==> config.mk <==
export PLATFORM = sky130hd
export DESIGN_NAME = csum_stream
export DESIGN_NICKNAME = d
export VERILOG_FILES = /design/src/rtl/csum_pkg.sv /design/src/rtl/csum_sub.sv /design/src/rtl/csum_zero_det.sv /design/src/rtl/csum_stream.sv
export SDC_FILE = /design/constraint.sdc
export NUM_CORES = 1
export LEC_CHECK = 0
export BUFFER_PORTS_ARGS = -buffer_cell sky130_fd_sc_hd__buf_4
export CAP_MARGIN = 40
export CORE_ASPECT_RATIO = 0.75
export CORE_MARGIN = 1
export CORE_UTILIZATION = 30
export CTS_BUF_LIST = sky130_fd_sc_hd__clkbuf_4 sky130_fd_sc_hd__clkbuf_8
export CTS_CLUSTER_DIAMETER = 120
export DETAILED_ROUTE_END_ITERATION = 7
export PLACE_DENSITY = 0.63
export SLEW_MARGIN = 10
export SYNTH_ARGS = -nofsm -noshare
export SYNTH_HDL_FRONTEND = slang
export SYNTH_HIERARCHICAL = 1
export SYNTH_SLANG_ARGS = --single-unit
==> constraint.sdc <==
create_clock -name clk -period 5.1 [get_ports clk]
set_input_delay 0.51 -clock clk [delete_from_list [all_inputs] [get_ports clk]]
set_output_delay 0.51 -clock clk [all_outputs]
set_load 0.02 [all_outputs]
==> src/rtl/csum_pkg.sv <==
`timescale 1ns/1ps
package csum_pkg;

  localparam int unsigned CSUM_DEF_WIDTH = 8;

  typedef enum logic {
    SUB_BEHAV = 1'b0,
    SUB_RIPPLE = 1'b1
  } sub_style_e;

endpackage

==> src/rtl/csum_sub.sv <==
`timescale 1ns/1ps
module csum_sub
  import csum_pkg::*;
#(
  parameter int unsigned WIDTH = CSUM_DEF_WIDTH,
  parameter sub_style_e STYLE = SUB_BEHAV
) (
  input  logic [WIDTH-1:0] min_i,
  input  logic [WIDTH-1:0] sub_i,
  output logic [WIDTH-1:0] diff_o
);

  generate
    if (STYLE == SUB_RIPPLE) begin : g_ripple
      logic [WIDTH-1:0] inv_sub;
      logic [WIDTH-1:0] cy;

      assign inv_sub = ~sub_i;
      assign cy[0]   = 1'b1;

      for (genvar i = 0; i < WIDTH; i++) begin : g_bit
        assign diff_o[i] = min_i[i] ^ inv_sub[i] ^ cy[i];
        if (i < WIDTH - 1) begin : g_carry
          assign cy[i+1] = (min_i[i] & inv_sub[i]) |
                           (min_i[i] & cy[i]) |
                           (inv_sub[i] & cy[i]);
        end
      end
    end else begin : g_behav
      assign diff_o = min_i - sub_i;
    end
  endgenerate

endmodule

==> src/rtl/csum_zero_det.sv <==
`timescale 1ns/1ps
module csum_zero_det
  import csum_pkg::*;
#(
  parameter int unsigned WIDTH = CSUM_DEF_WIDTH
) (
  input  logic [WIDTH-1:0] word_i,
  output logic             zero_o
);

  assign zero_o = ~(|word_i);

endmodule

==> src/rtl/csum_stream.sv <==
`timescale 1ns/1ps
module csum_stream
  import csum_pkg::*;
#(
  parameter int unsigned WIDTH = CSUM_DEF_WIDTH,
  parameter sub_style_e STYLE = SUB_BEHAV
) (
  input  logic             clk,
  input  logic             rst_n,
  input  logic [WIDTH-1:0] data_i,
  output logic [WIDTH-1:0] csum_o,
  output logic             zero_o
);

  localparam logic [WIDTH-1:0] SEED = '1;

  logic [WIDTH-1:0] acc_q;
  logic [WIDTH-1:0] acc_d;
  logic [WIDTH-1:0] diff;

  // Complemented sum: ~(S + d) == ~S - d, so subtract in place.
  csum_sub #(
    .WIDTH (WIDTH),
    .STYLE (STYLE)
  ) u_sub (
    .min_i  (acc_q),
    .sub_i  (data_i),
    .diff_o (diff)
  );

  always_comb begin
    acc_d = diff;
  end

  always_ff @(posedge clk or negedge rst_n) begin
    if (!rst_n) begin
      acc_q <= SEED;
    end else begin
      acc_q <= acc_d;
    end
  end

  assign csum_o = acc_q;

  csum_zero_det #(
    .WIDTH (WIDTH)
  ) u_zero (
    .word_i (acc_q),
    .zero_o (zero_o)
  );

endmodule

**Word level (Yosys, flattened, before mapping)**

Cells that the tools add are included.

- Bitwise operators: 1
- $add $sub $neg: 1
- Reductions and logical operators: 1

Operators with widths:

| operator | number |
|---|---|
| 8-bit OR reduction | 1 |
| 8-bit subtractor | 1 |
| 1-bit inverter | 1 |

- Bits in registers: 8
- Input port bits: 10
- Word-level logic and storage cells: 4

**Longest topological paths before layout**

- Depth in word-level cells: 2
- Depth in mapped cells: 8

**Cells and area by module**

The synthesis kept the hierarchy.

By module, submodules not included:

| module | area each (µm²) | cells an instance | seq. area each (µm²) | times used |
|---|---|---|---|---|
| csum_sub | 331.6 | 43 | 0.0 | 1 |
| csum_stream | 210.2 | 8 | 210.2 | 1 |
| csum_zero_det | 18.8 | 3 | 0.0 | 1 |

**Least setup slack after synthesis**

Ideal clock, no wire load.

- Path kind: input to register
- Start: in data_i[0]
- End: reg acc_q[6] (netlist: csum_o[6])
- Arrival: 1673 ps
- Data required time: 5025 ps
- Buffers on the path: 0
- Stages: 7
- Setup time: 75 ps
- Path slack: 3352 ps
- Path through: ha_1 -> inv_1 -> fa_1 -> a211oi_1 -> o21bai_1 -> a21oi_1 -> xnor2_1

- Cells in the longest elaborated chain, start to end: 1

Ends and longest elaborated chain:

| what | RTL line | text |
|---|---|---|
| start, declared | csum_stream.sv:10 | `input logic [WIDTH-1:0] data_i,` |
| 8-bit subtractor | csum_sub.sv:30 | `assign diff_o = min_i - sub_i;` |
| named net acc_d[6] | csum_stream.sv:18 | `logic [WIDTH-1:0] acc_d;` |
| end signal, assigned | csum_stream.sv:37 | `acc_q <= SEED;` |
| end signal, assigned | csum_stream.sv:39 | `acc_q <= acc_d;` |
| end, declared | csum_stream.sv:17 | `logic [WIDTH-1:0] acc_q;` |

The timed path passes the listed nets, and every way through them passes these cells.

**Worst setup path after layout**

- Start: reg acc_q[1] (netlist: csum_o[1])
- End: out zero_o

- Cells in the longest elaborated chain, start to end: 2

Ends and longest elaborated chain:

| what | RTL line | text |
|---|---|---|
| 8-bit OR reduction | csum_zero_det.sv:11 | `assign zero_o = ~(\|word_i);` |
| 1-bit inverter | csum_zero_det.sv:11 |  |
| end, declared | csum_stream.sv:12 | `output logic zero_o` |

Every way passes these cells.

==> flow_summary.html <==
<table>
<tr><th>Metric</th><th>Value</th></tr>
<tr><th colspan="2">Logic synthesis</th></tr>
<tr><td>Number of synthesized register bits</td><td>8</td></tr>
<tr><td>Fraction of the mapped netlist area in simple logic gates</td><td>8.26%</td></tr>
<tr><td>Synth Area per Inst</td><td>10.4 µm²</td></tr>
<tr><td>Number of distinct standard cells referenced by the synthesized netlist</td><td>21</td></tr>
<tr><td>Xor and xnor area share after synthesis</td><td>9.38%</td></tr>
<tr><td>Combinational family with the most area after synthesis</td><td>compound AO/OA/AOI/OAI gates</td></tr>
<tr><td>Cell types with the largest area share after synthesis</td><td>dfstp_2, ha_1, xnor2_1</td></tr>
<tr><td>Cell area after synthesis</td><td>561 µm²</td></tr>
<tr><td>Sequential fraction of the synthesis area</td><td>37.5%</td></tr>
<tr><td>Post-synthesis net count</td><td>72</td></tr>
<tr><td>Proportion of netlist area held by the largest area contributor</td><td>37.5%</td></tr>
<tr><td>Proportion of synthesized area in mux cells</td><td>0%</td></tr>
<tr><td>Synthesized netlist cell count</td><td>54</td></tr>
<tr><td>Synthesized-area fraction occupied by ao, oa, aoi and oai cells</td><td>19.6%</td></tr>
<tr><td>Share of synthesized cell area in full adder, half adder and majority cells</td><td>19.2%</td></tr>
<tr><td>Total number of yosys warnings</td><td>6</td></tr>
<tr><td>Synth area leader</td><td>dfstp_2</td></tr>
<tr><th colspan="2">Timing</th></tr>
<tr><td>Slew at the pin closest to its max-slew limit</td><td>0.234 ns</td></tr>
<tr><td>Achievable Freq</td><td>516 MHz</td></tr>
<tr><td>Setup TNS Final</td><td>0 ns</td></tr>
<tr><td>Max-slew violation count</td><td>0</td></tr>
<tr><td>Share of the cycle needed by the critical path after routing</td><td>38.0%</td></tr>
<tr><td>Final-layout worst hold slack</td><td>0.254 ns</td></tr>
<tr><td>Slack of the critical path</td><td>3.16 ns</td></tr>
<tr><td>Unrepaired setup endpoints after global routing</td><td>no</td></tr>
<tr><td>Time the worst path needs with I/O delays and setup</td><td>1.94 ns</td></tr>
<tr><td>Worst setup skew after layout</td><td>0.000641 ns</td></tr>
<tr><td>Final setup violation count</td><td>0</td></tr>
<tr><td>Final hold violation count</td><td>0</td></tr>
<tr><td>Worst relative slew slack</td><td>84.3%</td></tr>
<tr><th colspan="2">Setup path</th></tr>
<tr><td>Startpoint types</td><td>flop</td></tr>
<tr><td>Worst path arrival time</td><td>1.43 ns</td></tr>
<tr><td>Type of destination of the critical path</td><td>output port</td></tr>
<tr><td>Beginning of the critical path</td><td>csum_o[1]$_DFF_PN1_</td></tr>
<tr><td>Crit Path Category</td><td>flop to output port</td></tr>
<tr><td>Highest fanout seen on the critical path</td><td>4</td></tr>
<tr><td>Critical R2R Launch</td><td>csum_o[0]$_DFF_PN1_</td></tr>
<tr><td>Worst endpoint required time</td><td>4.59 ns</td></tr>
<tr><th colspan="2">Global route</th></tr>
<tr><td>Antenna violations before repair</td><td>0</td></tr>
<tr><td>Routing usage on met3</td><td>5.81%</td></tr>
<tr><td>Routing layer with the top usage in global route</td><td>met2</td></tr>
<tr><td>Global route total overflow</td><td>0</td></tr>
<tr><td>Number of global-route vias before repair</td><td>396</td></tr>
<tr><td>Grt met1 use</td><td>15.2%</td></tr>
<tr><td>Met2 track demand over resource</td><td>18.3%</td></tr>
<tr><td>Pin count of the biggest net entering global routing</td><td>9</td></tr>
<tr><td>Total global-route track usage</td><td>12.2%</td></tr>
<tr><td>First-pass GRT wire length</td><td>1.67 mm</td></tr>
<tr><th colspan="2">Placed design</th></tr>
<tr><td>Count of input and output buffers</td><td>18</td></tr>
<tr><td>Global placer's final weighted congestion</td><td>0.697</td></tr>
<tr><td>Minimum setup slack after placement</td><td>3.12 ns</td></tr>
<tr><td>Detailed Place HPWL</td><td>900 µm</td></tr>
<tr><th colspan="2">CTS</th></tr>
<tr><td>Clock-pin slew on the worst setup and hold paths</td><td>0.05 ns</td></tr>
<tr><td>Clock buffer depth</td><td>2</td></tr>
<tr><td>Number of sinks handled by clock tree synthesis</td><td>8</td></tr>
<tr><td>Number of buffers added to fix hold violations after cts</td><td>0</td></tr>
<tr><td>CTS Buf Count</td><td>3</td></tr>
<tr><td>Clock insertion delay at the later pin of the skew report</td><td>0.25 ns</td></tr>
<tr><td>Count of H-tree levels built during CTS</td><td>1</td></tr>
<tr><td>Post-CTS setup-driven buffer insertion count</td><td>0</td></tr>
<tr><td>CTS tree</td><td>done</td></tr>
<tr><td>Post_cts resized</td><td>0</td></tr>
<tr><td>Clock Root Buffer</td><td>clkbuf_4</td></tr>
<tr><th colspan="2">Finish</th></tr>
<tr><td>Fraction of layout cells with a size suffix above 1</td><td>42.7%</td></tr>
<tr><td>Number of filler instances in the final layout</td><td>181</td></tr>
<tr><td>Layout area overhead</td><td>33.0%</td></tr>
<tr><td>Combined area of the multi-input logic cells</td><td>317 µm²</td></tr>
<tr><td>Register area</td><td>210 µm²</td></tr>
<tr><td>Most common cell after layout, fill and taps aside</td><td>buf_4</td></tr>
<tr><td>Antenna diode count</td><td>0</td></tr>
<tr><td>Post-route core utilization</td><td>42.8%</td></tr>
<tr><td>Final layout net count</td><td>95</td></tr>
<tr><td>Flip-flop count of the largest register after layout</td><td>8</td></tr>
<tr><td>Commonest cells after routing, fill and taps aside</td><td>buf_4, inv_1, dfstp_2</td></tr>
<tr><th colspan="2">Die</th></tr>
<tr><td>X dimension of the die</td><td>51.9 µm</td></tr>
<tr><td>Number of ports placed on the die boundary</td><td>19</td></tr>
<tr><td>Chip height</td><td>39.4 µm</td></tr>
<tr><td>Die Outline Area</td><td>2050 µm²</td></tr>
<tr><td>Effective utilization at floorplan</td><td>32.2%</td></tr>
<tr><td>Std cell rows</td><td>13</td></tr>
<tr><td>CORE AREA</td><td>1740 µm²</td></tr>
<tr><th colspan="2">Detailed routing</th></tr>
<tr><td>First-pass iteration count of the detailed router</td><td>2</td></tr>
<tr><td>DRC violations left</td><td>0</td></tr>
<tr><td>ANT nets after route</td><td>0</td></tr>
<tr><td>WL final</td><td>1.06 mm</td></tr>
<tr><td>Number of DRC markers in iteration 0</td><td>5</td></tr>
<tr><td>Routed wire length per instance</td><td>10.9 µm</td></tr>
<tr><td>Via-per-instance ratio</td><td>4.53</td></tr>
<tr><td>Vias</td><td>439</td></tr>
<tr><th colspan="2">Pwr</th></tr>
<tr><td>Pleak</td><td>0.371 nW</td></tr>
<tr><td>Power density over the cells</td><td>688 nW/µm²</td></tr>
<tr><td>Max rail drop VDD</td><td>0.307 mV</td></tr>
<tr><th colspan="2">Run status</th></tr>
<tr><td>Outcome</td><td>complete, no violations</td></tr>
<tr><th colspan="2">Flow run</th></tr>
<tr><td>Count of maximum capacitance violations</td><td>0</td></tr>
<tr><th colspan="2">Hold path</th></tr>
<tr><td>Class of the tightest hold or removal check</td><td>primary input to async pin</td></tr>
</table>
[power by group]
| part | internal, mW | switching [mW] |
|---|---|---|
| Sequential | 0.125 | 0.0283 |
| Clock | 0.0268 | 0.0195 |
| Combinational | 0.149 | 0.164 |
[cell families (layout without fill, tap and decap cells)]
group | after synthesis | count (layout)
fa+ha+maj | 8 | 8
buf+inv | 9 | 30
flops | 8 | 8
simple gates | 8 | 8
xor+xnor | 6 | 6
compound gates | 15 | 15
[metal layers]
metal,up-vias,wire [µm]
met5,-,0
met4,0,7
met3,2,89
met2,16,421
met1,191,538
li1,230,-
[synth_stat cells, drive strengths merged]
cell and count:
inv 9, dfstp 8, ha 7, xnor2 5
a21o 4, a21oi 4, nor2 3, a31oi 2
or4 2, a211oi 1, a311o 1, fa 1
nand2b 1, o211ai 1, o21ai 1, o21bai 1
or2b 1, or3 1, xor2 1
[per-stage QoR]
step           power [mW]  cell area (µm²)  instances
6_report            0.513              746         97
5_1_grt             0.559              746         97
4_1_cts             0.520              746         97
3_5_place_dp        0.471              723         94
3_3_place_gp        0.463              723         94
2_1_floorplan       0.375              561         54
[layout make-up]
type / count / area share, %
multi-input cells: 37 / 42.4
flip-flops and latches: 8 / 28.2
repair buffers: 18 / 18.1
inverters: 9 / 4.53
well taps: 22 / 3.69
clock buffers: 3 / 3.02
[worst paths after layout]
path,depth (start not counted),slack (ns),end
hold reg to reg,3,0.57,csum_o[0]$_DFF_PN1_
max in group asynchronous,1,4.82,csum_o[5]$_DFF_PN1_
hold / removal,1,0.25,csum_o[2]$_DFF_PN1_
min in group clk,3,0.48,csum_o[0]$_DFF_PN1_
setup / recovery,3,3.16,zero_o
setup reg to reg,8,3.26,csum_o[6]$_DFF_PN1_
[critical path, cell delays in order (launching register included)]
cell     delay [ns]
dfstp_2        0.39
or4_1          0.54
nor2_1         0.11
buf_4          0.14
Power figures use the tool's default switching activity.
